[src/rtl/zc_est_pkg.sv]
package zc_est_pkg;
  localparam int unsigned TIME_W = 16;
  typedef logic [TIME_W-1:0] stamp_t;
  typedef enum logic {ST_IDLE, ST_ARMED} pair_state_e;
endpackage

[src/rtl/zc_timebase.sv]
module zc_timebase
  import zc_est_pkg::*;
#(
  parameter int unsigned TICK_DIV = 4
) (
  input  logic   clk_i,
  input  logic   rst_ni,
  output stamp_t time_o
);
  localparam int unsigned DIV_W = (TICK_DIV > 1) ? $clog2(TICK_DIV) : 1;

  logic   tick;
  stamp_t time_q;

  generate
    if (TICK_DIV == 1) begin : g_direct
      assign tick = 1'b1;
    end else begin : g_div
      logic [DIV_W-1:0] div_q;
      assign tick = (div_q == DIV_W'(TICK_DIV - 1));
      always_ff @(posedge clk_i or negedge rst_ni) begin
        if (!rst_ni)   div_q <= '0;
        else if (tick) div_q <= '0;
        else           div_q <= div_q + 1'b1;
      end
    end
  endgenerate

  always_ff @(posedge clk_i or negedge rst_ni) begin
    if (!rst_ni)   time_q <= '0;
    else if (tick) time_q <= time_q + 1'b1;
  end

  assign time_o = time_q;
endmodule

[src/rtl/zc_sync_edge.sv]
module zc_sync_edge #(
  parameter int unsigned STAGES = 2,
  parameter bit          RISE   = 1'b1
) (
  input  logic clk_i,
  input  logic rst_ni,
  input  logic d_i,
  output logic edge_o
);
  // reset to the post-edge level so no edge is reported out of reset
  localparam logic IDLE_LVL = RISE;

  logic [STAGES-1:0] sync_q;
  logic              last_q;

  always_ff @(posedge clk_i or negedge rst_ni) begin
    if (!rst_ni) begin
      sync_q <= {STAGES{IDLE_LVL}};
      last_q <= IDLE_LVL;
    end else begin
      sync_q <= {sync_q[STAGES-2:0], d_i};
      last_q <= sync_q[STAGES-1];
    end
  end

  generate
    if (RISE) begin : g_rise
      assign edge_o = sync_q[STAGES-1] & ~last_q;
    end else begin : g_fall
      assign edge_o = ~sync_q[STAGES-1] & last_q;
    end
  endgenerate
endmodule

[src/rtl/zc_pair_fsm.sv]
module zc_pair_fsm
  import zc_est_pkg::*;
(
  input  logic   clk_i,
  input  logic   rst_ni,
  input  logic   first_edge_i,
  input  logic   second_edge_i,
  input  stamp_t time_i,
  input  stamp_t timeout_i,
  output logic   armed_o,
  output stamp_t first_o,
  output logic   valid_o,
  output stamp_t zc_time_o
);
  pair_state_e state_q;
  stamp_t      first_q, zc_q, elapsed, mid;
  logic        valid_q, late;

  assign elapsed = time_i - first_q;          // modulo 2^16
  assign late    = elapsed > timeout_i;
  assign mid     = first_q + (elapsed >> 1);

  always_ff @(posedge clk_i or negedge rst_ni) begin
    if (!rst_ni) begin
      state_q <= ST_IDLE;
      first_q <= '0;
      zc_q    <= '0;
      valid_q <= 1'b0;
    end else begin
      valid_q <= 1'b0;
      unique case (state_q)
        ST_IDLE: begin
          if (first_edge_i) begin
            first_q <= time_i;
            state_q <= ST_ARMED;
          end
        end
        ST_ARMED: begin
          if (second_edge_i && !late) begin
            zc_q    <= mid;
            valid_q <= 1'b1;
            state_q <= ST_IDLE;
          end else if (first_edge_i) begin
            first_q <= time_i;                // latest release wins
          end else if (late || second_edge_i) begin
            state_q <= ST_IDLE;
          end
        end
        default: state_q <= ST_IDLE;
      endcase
    end
  end

  assign armed_o   = (state_q == ST_ARMED);
  assign first_o   = first_q;
  assign valid_o   = valid_q;
  assign zc_time_o = zc_q;
endmodule

[src/rtl/zero_cross_estimator.sv]
module zero_cross_estimator
  import zc_est_pkg::*;
#(
  parameter int unsigned TICK_DIV    = 4,
  parameter int unsigned SYNC_STAGES = 2
) (
  input  logic        clk_i,
  input  logic        rst_ni,
  input  logic        neg_n_i,
  input  logic        pos_n_i,
  input  logic [15:0] timeout_i,
  output logic [15:0] time_o,
  output logic        zc_valid_o,
  output logic [15:0] zc_time_o
);
  localparam int unsigned N_CH = 2;  // 0: negative side (rise), 1: positive side (fall)

  logic [N_CH-1:0] line_raw, line_edge;
  stamp_t          now;
  logic            pair_armed;
  stamp_t          pair_first;

  assign line_raw = {pos_n_i, neg_n_i};

  zc_timebase #(.TICK_DIV(TICK_DIV)) u_timebase (
    .clk_i  (clk_i),
    .rst_ni (rst_ni),
    .time_o (now)
  );

  for (genvar ch = 0; ch < N_CH; ch++) begin : g_chan
    zc_sync_edge #(.STAGES(SYNC_STAGES), .RISE(ch == 0)) u_sync (
      .clk_i  (clk_i),
      .rst_ni (rst_ni),
      .d_i    (line_raw[ch]),
      .edge_o (line_edge[ch])
    );
  end

  zc_pair_fsm u_pair (
    .clk_i         (clk_i),
    .rst_ni        (rst_ni),
    .first_edge_i  (line_edge[0]),
    .second_edge_i (line_edge[1]),
    .time_i        (now),
    .timeout_i     (timeout_i),
    .armed_o       (pair_armed),
    .first_o       (pair_first),
    .valid_o       (zc_valid_o),
    .zc_time_o     (zc_time_o)
  );

  assign time_o = now;
endmodule

[config.mk]
export PLATFORM = sky130hd
export DESIGN_NAME = zero_cross_estimator
export DESIGN_NICKNAME = d
export VERILOG_FILES = /design/src/rtl/zc_est_pkg.sv /design/src/rtl/zc_timebase.sv /design/src/rtl/zc_sync_edge.sv /design/src/rtl/zc_pair_fsm.sv /design/src/rtl/zero_cross_estimator.sv
export SDC_FILE = /design/constraint.sdc
export NUM_CORES = 1
export LEC_CHECK = 0
export BUFFER_PORTS_ARGS = -buffer_cell sky130_fd_sc_hd__buf_2
export CAP_MARGIN = 15
export CELL_PAD_IN_SITES_DETAIL_PLACEMENT = 0
export CELL_PAD_IN_SITES_GLOBAL_PLACEMENT = 2
export CORE_UTILIZATION = 41
export CTS_BUF_LIST = sky130_fd_sc_hd__clkbuf_8
export DETAILED_ROUTE_END_ITERATION = 16
export GPL_ROUTABILITY_DRIVEN = 0
export PLACE_DENSITY_LB_ADDON = 0.25
export SLEW_MARGIN = 20
export SYNTH_ARGS = -nofsm -noshare
export SYNTH_HDL_FRONTEND = slang
export SYNTH_SLANG_ARGS = --single-unit
[constraint.sdc]
create_clock -name clk_i -period 12.2 [get_ports clk_i]
set_input_delay 3.05 -clock clk_i [delete_from_list [all_inputs] [get_ports clk_i]]
set_output_delay 3.05 -clock clk_i [all_outputs]
set_load 0.05 [all_outputs]
==> summary.txt, run 1 <==
Worst setup path
  • R2r setup slk: 7.21 ns
  • Crit. Startpoint: timeout_i[11]
  • R2R cell count: 15
  • CP Data Arrival Time: 5.59 ns
  • Critical path capture point type: register
  • CP Data Required Time: 12.43 ns
  • Setup Crit Path Kind: primary input to register
  • Setup crit end: u_pair.zc_time_o[3]
  • R2r startpoint: u_timebase.time_o[0]
  • CP max FO: 17
  • R2R Path End: u_pair.zc_time_o[3]
  • Critical Path Start Type: primary input

Power and ir drop
  • Final Power: 0.604 mW
  • Worst vdd ir: 0.0000820 V
  • Pwr per Cell Area: 123 nW/um^2
  • Leakage: 2.54 nW

Place
  • Dpl hpwl: 8060 um
  • IO Port Bufs: 52
  • Placed cells: 631
  • Placed inst area: 4750 um^2
  • Setup slack after placement: 6.47 ns

STA
  • Final WS setup: 6.83 ns
  • Hold WS: 0.357 ns
  • Worst slew pin tran: 0.944 ns
  • Setup TNS: 0 ns
  • Final setup vio count: 0
  • Fmax: 186 MHz
  • Final hold vios: 0
  • Final min period: 5.37 ns
  • RSZ-0062 raised after global routing: no
  • Final worst-path cycle share: 0.440
  • Clock Skew: 0.0113 ns
  • Final Max Tran Viols: 0
  • Slew HR: 0.363

Yosys
  • Mux cell area share after synthesis: 0.0876
  • Yosys warns: 0
  • Post-Synth XOR/XNOR Area: 0.0641
  • Syn nets: 521
  • Sequential-to-total area share from yosys stat: 0.333
  • Post-synth EDFFs: 0
  • Mapped Area: 4370 um^2
  • Async set-reset flop share out of synthesis: 1.00
  • Post-synthesis simple-gate area fraction: 0.149
  • #FFs+latches synth: 58
  • Compound-gate portion of the synthesized area: 0.167
  • Synth Instances: 451
  • Synth Area per Inst: 9.69 um^2
  • Largest family of logic cells by synthesized area: compound AO/OA/AOI/OAI gates
  • Synth Flop Type: dfrtp_1
  • Adder-Cell Fraction of Synth Area: 0.147
  • Synth cell types: 60

Routing
  • Vias/cell: 5.44
  • Routed WL: 10100 um
  • Post-DRT Antenna Nets: 0
  • Vias: 3517
  • DRT iter0 DRCs: 89
  • Routed wire length per instance: 15.6 um
  • DRC: 0
  • First-pass DRT Iterations: 4

Clock network
  • CTS clk-pin slew, worst paths: 0.06 ns
  • # clock sinks: 58
  • Maximum buffer depth of the clock tree: 2
  • Root Driver: clkbuf_8
  • Worst skew pair latency: 0.35 ns
  • CTS Hold Bufs: 0
  • CTS tree: yes
  • Buffer count from post-CTS setup fixing: 0
  • Gates resized, CTS repair: 0
  • CTS buffer count: 9
  • Htree depth: 3

Finish
  • Area Overhead vs Synth: 12.5%
  • Fin util: 0.476
  • Reg area: 1460 um^2
  • Multi-input gate area: 2690 um^2
  • Layout Nets: 576
  • Fill cells: 1037
  • Antenna diodes: 0
  • Design area: 4920 um^2
  • Share of cells above drive strength 1: 0.204
  • Post-Layout Cell Count: 647

Global route
  • GR Layer Usage met2: 0.313
  • GR met3 Demand/Resource: 0.0470
  • Largest net degree at the start of global routing: 59
  • Initial antenna violation count: 0
  • GRT Resource Usage Total: 0.198
  • Global-route wire length before repair: 17000 um
  • GR Util met1: 0.256
  • Vias in the first global route: 3515
  • Most used routing layer: met2
  • Remaining Overflow, GRT: 0

Floorplan
  • Core area: 10300 um^2
  • DIE AREA: 11100 um^2
  • Overall die width: 105 um
  • Row count: 37
  • Initial Util: 0.423
  • I/O pins: 53
  • Die height: 105 um

Min path
  • Worst min path class: register to register
  • Min-delay src: g_chan[0].u_sync.sync_q[0]

Job
  • Maxcap violations: 0

Outcome
  • Status: completed
placed cells by master, fill, tap and decap left out, types with 4 or more instances in the layout:
master     n
xnor2_1   23
o21ai_0   16
a21oi_1   31
nor2_1    25
nand2_1   20
nand3_1   17
mux2_4     7
ha_1      48
clkbuf_8  10
or3_1      4
buf_2     52
mux2_2    16
nand4_1   10
nand2b_1   4
dfrtp_1   55
o21a_1     5
nor3_1    13
xor2_1     9
inv_1     46
mux2_1     6
o31ai_1    6
nor2b_1    7
a21o_1    12
and3_1     4
worst min-delay path by stage:
| stage | endpoint | slack [ns] | cells after the start |
|---|---|---|---|
| after floorplan | g_chan[1].u_sync.sync_q[1] | 0.33 | 0 |
| after global placement | g_chan[1].u_sync.sync_q[1] | 0.35 | 0 |
| after detailed placement | g_chan[1].u_sync.sync_q[1] | 0.34 | 0 |
| after CTS | g_chan[0].u_sync.sync_q[1] | 0.36 | 0 |
| after global routing | g_chan[0].u_sync.sync_q[1] | 0.36 | 0 |
| final | g_chan[0].u_sync.sync_q[1] | 0.36 | 0 |
logic make-up after synthesis:
| family | count (synthesis) |
|---|---|
| and+or+nand+nor | 122 |
| AOI/OAI and AO/OA | 103 |
| DFF | 58 |
| buffers and inverters | 54 |
| adders and majority gates | 50 |
| xor gates and xnor gates | 32 |
| muxes | 32 |
power breakdown:
group	switching [mW]	internal, mW
Clock	0.0753	0.0771
Sequential	0.0140	0.218
Combinational	0.146	0.0742
metal layers:
layer  wire, um  up-vias
met5          0        -
met1       4890     1661
met3        350       19
li1           -     1764
met4        244        0
met2       4620       73
registers in the layout, summed over array words and instances, names as in the netlist:
name and count:
g_chan.u_sync.sync_q 4, u_pair.first_o 16, u_timebase.g_div.div_q 2, u_pair.armed_o 1, u_timebase.time_o 16, u_pair.zc_time_o 16
u_pair.valid_o 1, g_chan.u_sync.last_q 2
Yosys cell counts, types with 3 or more instances:
cell type / n / area share
a21o_1: 12 / 0.021
o31ai_1: 6 / 0.010
nor2_1: 25 / 0.021
o21ai_0: 16 / 0.018
mux2_1: 6 / 0.015
nor3_1: 13 / 0.015
or3_1: 4 / 0.0057
nand2b_1: 4 / 0.0057
nand3_1: 17 / 0.019
mux2_2: 16 / 0.041
a211oi_1: 3 / 0.0052
a21oi_1: 31 / 0.035
xor2_1: 9 / 0.018
nor4_1: 3 / 0.0043
o21a_1: 5 / 0.0086
mux2_4: 7 / 0.024
dfrtp_1: 55 / 0.31
mux2i_1: 3 / 0.0069
and3_1: 4 / 0.0057
nor3b_1: 3 / 0.0052
inv_1: 45 / 0.039
nor2b_1: 7 / 0.010
xnor2_1: 23 / 0.046
o311ai_0: 3 / 0.0060
nand2_1: 20 / 0.017
dfstp_2: 3 / 0.018
clkbuf_1: 6 / 0.0052
nand4_1: 10 / 0.014
ha_1: 48 / 0.14
cell type report:
type	count	share of cell area
Timing Repair Buffer	53	0.0544
Clock inverter	6	0.00687
Clock buffer	10	0.0280
Sequential cell	58	0.296
Multi-Input combinational cell	339	0.546
Inverter	45	0.0343
Tap cell	136	0.0346
worst max-delay path, stage by stage:
cell and delay [ns]:
buf_2 0.08, inv_1 0.05, ha_1 0.33, nand4_1 0.19, a2111o_1 0.42, a21oi_2 0.33, or3_1 0.73, mux2_2 0.41
No activity file was read; power rests on OpenSTA's default activity.
==> run 2, diff against run 1 <==
CORE_UTILIZATION = 35   (was 41)
clock period = 4.69 ns   (was 12.2 ns; I/O delays follow)
==> run 2 against run 1 <==
Against the previous run: worst hold slack is essentially flat; register-to-register slack lost 6.9 ns; critical path depth grew 6; clock-buffer cell count grew 1; critical path type is now register to register; largest cell class unchanged.
==> summary.txt, run 2 (synthesized netlist as in run 1, its figures left out) <==
STA
  • Slew HR: 0.341 (-0.0215)
  • Final min period: 4.34 ns
  • Hold WS: 0.358 ns (+0.000217 ns)
  • Worst slew pin tran: 0.976 ns (+0.0319 ns)
  • Setup TNS: 0 ns (unchanged)
  • Final setup vio count: 0 (unchanged)
  • Final worst-path cycle share: 0.926
  • Clock Skew: 0.00770 ns (-0.00356 ns)
  • Fmax: 230 MHz
  • Final hold vios: 0 (unchanged)
  • Final Max Tran Viols: 0 (unchanged)
  • RSZ-0062 raised after global routing: no

Routing
  • Routed wire length per instance: 15.4 um (-1.6%)
  • First-pass DRT Iterations: 4 (unchanged)
  • DRC: 0 (unchanged)
  • Post-DRT Antenna Nets: 0 (unchanged)
  • Vias: 3463 (-1.5%)
  • Vias/cell: 5.03 (-7.5%)
  • Routed WL: 10600 um (+4.8%)
  • DRT iter0 DRCs: 154 (+73%)

Min path
  • Worst hold path depth: 0 (unchanged)
  • Worst min path class: register to register

Finish
  • Fin util: 0.419 (-0.0574)
  • Antenna diodes: 0 (unchanged)
  • Most frequent cells in the layout: 55 x dfrtp_1, 52 x buf_2, 48 x ha_1, 45 x inv_1, 31 x a21oi_1
  • Area Overhead vs Synth: 16.1%
  • Leading cell type in the layout, fill and taps excluded: dfrtp_1
  • Share of cells above drive strength 1: 0.221 (+0.0172)
  • Layout Nets: 586 (+1.7%)
  • Fill cells: 1235 (+19%)

Worst setup path
  • CP Data Arrival Time: 4.57 ns (-1.02 ns)
  • Max stage delay on crit path: 0.44 ns (-0.29 ns)
  • Critical path capture point type: register
  • Setup Crit Path Kind: register to register
  • Crit path depth: 14 (+6)
  • CP Data Required Time: 4.92 ns (-7.51 ns)
  • R2R cell count: 14 (-1)
  • Crit-path cells: ha_1 -> a21o_1 -> a21o_1 -> a21o_1 -> and3_1 -> a2111oi_0 -> nand3_1 -> ha_1 -> nand4_1 -> nor4_4 -> a21oi_2 -> o311ai_4 -> buf_4 -> mux2_2
  • CP max FO: 16 (-1)
  • WP buf/inv: 1 (-1)
  • Slowest-stage cell, CP: dfrtp_1
  • Most frequent CP cell: a21o_1
  • Critical Path Start Type: register
  • CP delay by family, top: compound AO/OA/AOI/OAI gates

Clock network
  • Gates resized, CTS repair: 0 (unchanged)
  • Buffer count from post-CTS setup fixing: 0 (unchanged)
  • # clock sinks: 58 (unchanged)
  • Root Driver: clkbuf_8
  • Worst skew pair latency: 0.34 ns (about the same)
  • CTS Hold Bufs: 0 (unchanged)
  • CTS clk-pin slew, worst paths: 0.07 ns (about the same)
  • CTS tree: yes
  • CTS buffer count: 9 (unchanged)
  • Maximum buffer depth of the clock tree: 2 (unchanged)
  • Htree depth: 3 (unchanged)

Global route
  • Largest net degree at the start of global routing: 38 (-36%)
  • Initial antenna violation count: 0 (unchanged)
  • Vias in the first global route: 3385 (-3.7%)
  • Global-route wire length before repair: 17300 um (+1.6%)
  • GRT Resource Usage Total: 0.175 (-0.0225)
  • Remaining Overflow, GRT: 0 (unchanged)

Power and ir drop
  • Leakage: 2.60 nW (+2.2%)
  • P_int: 1.04 mW (+180%)
  • Combinational power share: 0.347 (-0.017)
  • Share of power burned in the clock network: 0.293 (+0.041)
  • Final Power: 1.67 mW (+180%)
  • Pwr per Cell Area: 328 nW/um^2 (+170%)
  • Switching pwr: 0.629 mW (+170%)
  • Worst vdd ir: 0.000136 V (+66%)
  • Switching part of the total: 0.377 (-0.0120)
  • Register share of total power: 0.360 (-0.023)

Place
  • Dpl hpwl: 8570 um (+6.3%)
  • IO Port Bufs: 52 (unchanged)

Floorplan
  • Row count: 40 (+8.1%)
  • Initial Util: 0.361 (-0.0625)
  • Die height: 114 um (+8.1%)
  • Core area: 12100 um^2 (+17%)
  • Overall die width: 114 um (+8.1%)
  • I/O pins: 53 (unchanged)
  • DIE AREA: 12900 um^2 (+17%)

Job
  • Maxcap violations: 0 (unchanged)

Outcome
  • Status: completed
## run 2: final cells by class
class	count	area [um^2]	share of cell area
sequential	58	1460	0.287
clock inverter	5	61.3	0.0121
clock buffer	11	151	0.0298
tap	168	210	0.0414
multi-input combinational	339	2690	0.529
inverter	45	169	0.0333
timing repair buffer	63	343	0.0676
## run 2: worst paths after layout
| check | start | end | slack [ns] |
|---|---|---|---|
| worst max-delay path | u_timebase.time_o[11] | u_pair.first_o[3] | 0.35 |
| worst min-delay path | g_chan[0].u_sync.sync_q[0] | g_chan[0].u_sync.sync_q[1] | 0.36 |
| worst max register to register | u_timebase.time_o[11] | u_pair.first_o[3] | 0.35 |
| worst min register to register | g_chan[0].u_sync.sync_q[0] | g_chan[0].u_sync.sync_q[1] | 0.36 |
| max in group asynchronous | rst_ni | u_pair.first_o[11] | 3.03 |
| min in group asynchronous | rst_ni | u_pair.zc_time_o[4] | 0.79 |
## run 2: per-layer routing
| metal | part of all wire | vias up | track usage |
|---|---|---|---|
| li1 | - | 1783 | - |
| met3 | 0.025 | 18 | 0.0356 |
| met1 | 0.50 | 1599 | 0.231 |
| met4 | 0.021 | 0 | 0.0632 |
| met5 | 0 | - | 0 |
| met2 | 0.45 | 63 | 0.285 |
## run 2: through the flow
step	worst slack, ns	instance area, um^2	std cells
final	0.347	5070	689
after global routing	0.0538	5070	689
after detailed placement	0.369	4860	673
after CTS	0.345	5070	689
after global placement	0.363	4860	673
after floorplan	0.350	4370	451
## run 2: power by group through the flow
| stage | Clock (mW) | Combinational (mW) | Sequential [mW] |
|---|---|---|---|
| finish | 0.489 | 0.578 | 0.599 |
| CTS | 0.509 | 0.584 | 0.600 |
| detailed placement | 0 | 0.582 | 0.610 |
| global placement | 0 | 0.580 | 0.607 |
| floorplan | 0 | 0.245 | 0.808 |
| global route | 0.531 | 0.625 | 0.609 |
